**config.mk**
```make
export PLATFORM = sky130hd
export DESIGN_NAME = agi_interlock_unit
export DESIGN_NICKNAME = d
export VERILOG_FILES = /design/src/rtl/agi_pkg.sv /design/src/rtl/agi_stage_cmp.sv /design/src/rtl/agi_hazard_merge.sv /design/src/rtl/agi_hold_reg.sv /design/src/rtl/agi_interlock_unit.sv
export SDC_FILE = /design/constraint.sdc
export NUM_CORES = 1
export LEC_CHECK = 0
export BUFFER_PORTS_ARGS = -buffer_cell sky130_fd_sc_hd__buf_2
export CAP_MARGIN = 0
export CELL_PAD_IN_SITES_DETAIL_PLACEMENT = 2
export CELL_PAD_IN_SITES_GLOBAL_PLACEMENT = 2
export CORE_ASPECT_RATIO = 1.1
export CORE_UTILIZATION = 21
export CTS_BUF_LIST = sky130_fd_sc_hd__clkbuf_8 sky130_fd_sc_hd__clkbuf_16
export CTS_CLUSTER_DIAMETER = 50
export DETAILED_ROUTE_END_ITERATION = 10
export GPL_ROUTABILITY_DRIVEN = 0
export HOLD_SLACK_MARGIN = 0.06
export PLACE_DENSITY = 0.91
export SLEW_MARGIN = 20
export SYNTH_ARGS = -nofsm -noshare
export SYNTH_HDL_FRONTEND = slang
export SYNTH_HIERARCHICAL = 1
export SYNTH_SLANG_ARGS = --single-unit
export TNS_END_PERCENT = 30
```
**constraint.sdc**
```tcl
create_clock -name clk -period 4.4 [get_ports clk]
set_input_delay 0.88 -clock clk [delete_from_list [all_inputs] [get_ports clk]]
set_output_delay 0.88 -clock clk [all_outputs]
set_load 0.005 [all_outputs]
```
**src/rtl/agi_pkg.sv**
```systemverilog
package agi_pkg;

    localparam int REG_W    = 4;
    localparam int N_STAGES = 4;
    localparam int IDX_AG   = 0;
    localparam int IDX_TR   = 1;
    localparam int IDX_DF   = 2;
    localparam int IDX_EX   = N_STAGES - 1;

    typedef logic [REG_W-1:0] reg_id_t;

    typedef struct packed {
        logic    wr;
        reg_id_t dst;
    } stage_wr_t;

    typedef struct packed {
        logic    base_use;
        reg_id_t base;
        logic    index_use;
        reg_id_t index;
    } dec_src_t;

    typedef struct packed {
        logic base;
        logic index;
    } hit_t;

    function automatic logic id_eq(reg_id_t a, reg_id_t b);
        return ~|(a ^ b);
    endfunction

endpackage

```
**src/rtl/agi_stage_cmp.sv**
```systemverilog
module agi_stage_cmp
    import agi_pkg::*;
(
    input  stage_wr_t stg,
    input  dec_src_t  dec,
    output hit_t      hit
);
    always_comb begin
        hit.base  = stg.wr & dec.base_use  & id_eq(stg.dst, dec.base);
        hit.index = stg.wr & dec.index_use & id_eq(stg.dst, dec.index);
    end
endmodule

```
**src/rtl/agi_hazard_merge.sv**
```systemverilog
module agi_hazard_merge
    import agi_pkg::*;
#(
    parameter int NS = N_STAGES
) (
    input  hit_t [NS-1:0] hits,
    input  logic          fwd_en,
    input  logic          ex_last,
    output logic          hold,
    output logic          sel_base,
    output logic          sel_index
);
    localparam int EXI = NS - 1;

    logic older_hit;
    logic ex_hit;
    logic ex_blocks;
    logic can_fwd;

    always_comb begin
        older_hit = 1'b0;
        for (int i = 0; i < EXI; i++) begin
            older_hit = older_hit | hits[i].base | hits[i].index;
        end
        ex_hit    = hits[EXI].base | hits[EXI].index;
        can_fwd   = fwd_en & ex_last;
        ex_blocks = ex_hit & ~can_fwd;
        hold      = older_hit | ex_blocks;
        sel_base  = can_fwd & hits[EXI].base  & ~hold;
        sel_index = can_fwd & hits[EXI].index & ~hold;
    end
endmodule

```
**src/rtl/agi_hold_reg.sv**
```systemverilog
module agi_hold_reg (
    input  logic clk,
    input  logic rst,
    input  logic d,
    output logic q
);
    always_ff @(posedge clk) begin
        if (rst) q <= 1'b0;
        else     q <= d;
    end
endmodule

```
**src/rtl/agi_interlock_unit.sv**
```systemverilog
module agi_interlock_unit
    import agi_pkg::*;
(
    input  logic       clk,
    input  logic       rst,
    input  logic       fwd_en,
    input  logic       ag_wr,
    input  logic [3:0] ag_dst,
    input  logic       tr_wr,
    input  logic [3:0] tr_dst,
    input  logic       df_wr,
    input  logic [3:0] df_dst,
    input  logic       ex_wr,
    input  logic [3:0] ex_dst,
    input  logic       ex_last,
    input  logic       dec_base_used,
    input  logic [3:0] dec_base_reg,
    input  logic       dec_index_used,
    input  logic [3:0] dec_index_reg,
    output logic       dec_hold,
    output logic       sel_ex_base,
    output logic       sel_ex_index,
    output logic       dec_hold_q
);
    stage_wr_t [N_STAGES-1:0] stages;
    hit_t      [N_STAGES-1:0] hits;
    dec_src_t                 dec;

    always_comb begin
        stages[IDX_AG] = '{wr: ag_wr, dst: ag_dst};
        stages[IDX_TR] = '{wr: tr_wr, dst: tr_dst};
        stages[IDX_DF] = '{wr: df_wr, dst: df_dst};
        stages[IDX_EX] = '{wr: ex_wr, dst: ex_dst};
        dec = '{base_use: dec_base_used, base: dec_base_reg,
                index_use: dec_index_used, index: dec_index_reg};
    end

    for (genvar s = 0; s < N_STAGES; s++) begin : g_cmp
        agi_stage_cmp u_cmp (
            .stg (stages[s]),
            .dec (dec),
            .hit (hits[s])
        );
    end

    agi_hazard_merge #(.NS(N_STAGES)) u_merge (
        .hits      (hits),
        .fwd_en    (fwd_en),
        .ex_last   (ex_last),
        .hold      (dec_hold),
        .sel_base  (sel_ex_base),
        .sel_index (sel_ex_index)
    );

    agi_hold_reg u_hold (
        .clk (clk),
        .rst (rst),
        .d   (dec_hold),
        .q   (dec_hold_q)
    );
endmodule

```
==> out/metrics.yaml <==
finish:
  largest_register_ffs: 1
  fin_nets: 138
  drive_gt1_share_pct: 42.2
  antenna_cells: 0
  top_register: "u_hold/q"
  top_regs: "u_hold/q: 1 flops"
  final_cells: 132
  regArea_um2: 20.0
  nFillCells: 285
  multi_input_area_um2: 449
  utilization_pct: 32.4
  area_growth_pct: 43.3
floorplan:
  coreArea_um2: 2270
  die-area_um2: 2650
  pin_count: 38
  die_y_um: 53.9
  dieWidth_um: 49.2
  fp-row-count: 18
  start_util_pct: 22.6
grt:
  grt_pass1_vias: 648
  grt_max_degree: 9
  antenna_found_initial: 0
  grt_overflow: 0
  grt_use_total_pct: 15.5
  grt_pass1_wl_um: 3080
logic_synthesis:
  synthAdderAreaFrac_pct: 0
  yosys.area_share.simple_pct: 33.3
  ys_ff_latch: 1
  synth_top_family_by_area: "XOR/XNOR gates"
  synthArstFlopShare_pct: 0
  synth_seq_area_share_pct: 3.89
  yosys.cell_types.count: 15
  synth_top_area_share_pct: 27.3
  syn_inst: 65
  synthTopCellsByArea: "xor2_1, nor4b_2, inv_1"
  synth.most_common_cell: "xor2_1"
  synth_top_cell_by_area: "xor2_1"
  synth_warnings: 6
  synth-xor-area-share_pct: 34.1
  synth_area_per_cell_um2: 7.91
  synthesis.nets: 99
  synth_edf_count: 0
  synth_mux_area_share_pct: 0
  synth_common_cells: "xor2_1, inv_1, o211ai_1"
  synth_ff_type: "dfxtp_1"
  synth_compound_area_share_pct: 20.0
  syn_area_um2: 514
setup_path:
  required_ns: 3.52
  max_stage_delay_ns: 0.38
  cp_max_fo: 8
  path_common_cell: "buf_2"
  critical_path_class: "in -> out"
  cp-end-kind: "output port"
  arrival_ns: 2.18
  cp-start-kind: "input pin"
  cpMaxStageDelayCell: "nor4b_2"
  critical-path-top-delay-family: "simple AND/OR/NAND/NOR gates"
  crit_buf_inv: 2
  cp_cell_sequence: "buf_2 > a222oi_1 > nor4b_2 > nor4_4 > and4_1 > buf_2"
power:
  switching_share_pct: 46.2
  leakage_uw: 0.000356
  power_density_nw_per_um2: 101
  seqPwrFrac_pct: 13.4
  p_sw_uw: 34.5
  p_clk_share_pct: 0
  pwr-share-comb_pct: 86.6
  ir_drop_mv: 0.0381
  p_int_uw: 40.1
  power_uw: 74.6
clock_network:
  clkTransAtPathRegs_ns: 0
  hold_buffers: 0
  postCtsSetupRepairBufs: 0
  ctsResizeCount: 0
sta:
  clock.fmax_ghz: 0.327
  hold_ws_ns: 1.07
  hold_viol_final: 0
  finalSetupTns_ns: 0
  fin_crit_sh_pct: 69.5
  rsz0062_at_grt: "no"
  slew_headroom_pct: 64.9
  max_slew.worst_pin.slew_ns: 0.522
  drv_slew: 0
  setup_violations: 0
  min_period_ns: 3.06
flow_run:
  cap_violations: 0
drt:
  dr.pass1.iters: 6
  routed_wl_um: 2060
  drc_errors: 0
  viasPerCell: 5.11
  via_count: 675
  drt_iter0_markers: 21
  routedWlPerCell_um: 15.6
  antenna_left: 0
min_path:
  hp-class: "in -> reg"
status:
  status: "finished, final reports clean"
placed_design:
  io_buffers: 37
  place_inst: 132
  hpwl_um: 1790
==> routing by layer <==
metal,GRT usage (%),part of all wire [%]
met1,20.0,43
met2,28.8,51
met3,1.41,6.0
met4,1.47,0.68
met5,0,0
==> placed cells by master, fill, tap and decap left out <==
| master | instances |
|---|---|
| nor4b_2 | 4 |
| dfxtp_1 | 1 |
| o211ai_1 | 5 |
| inv_1 | 12 |
| nor4_1 | 4 |
| a222oi_1 | 4 |
| nand3_1 | 4 |
| o22ai_1 | 4 |
| nor2b_4 | 1 |
| xor2_1 | 16 |
| xnor2_1 | 4 |
| buf_2 | 37 |
| and2_1 | 1 |
| and4_1 | 2 |
| nor4_4 | 1 |
| nor2_1 | 2 |
==> final timing paths <==
kind | start | endpoint | slack, ns | cells past startpoint
min | rst | u_hold/q | 1.07 | 2
max | dec_index_reg[2] | sel_ex_base | 1.34 | 6
==> through the flow <==
step	instance area (um2)	setup slack, ns
2_1_floorplan	514	1.70
3_5_place_dp	737	1.31
6_report	737	1.34
5_1_grt	737	1.28
3_3_place_gp	737	1.39
4_1_cts	737	1.33
==> final cells by class <==
cell class,count,share of cell area (%)
Inverter,12,6.11
Multi-Input combinational cell,52,61.0
Sequential cell,1,2.72
Tap cell,30,5.09
Timing Repair Buffer,37,25.1
==> power groups by stage <==
stage          sequential (uW)  clock [uW]  combinational [uW]
2_1_floorplan             10.1           0                30.3
3_3_place_gp              9.96           0                61.4
6_report                  9.97           0                64.6
4_1_cts                   9.98           0                64.9
3_5_place_dp              9.98           0                64.6
5_1_grt                   10.0           0                70.4
==> cells by family (layout without fill, tap and decap cells) <==
| group | after synthesis | in the layout |
|---|---|---|
| and+or+nand+nor | 19 | 19 |
| buffers and inverters | 12 | 49 |
| DFF | 1 | 1 |
| xor gates and xnor gates | 20 | 20 |
| AOI/OAI and AO/OA | 13 | 13 |
Note: power is estimated with default switching activity, not from simulation.
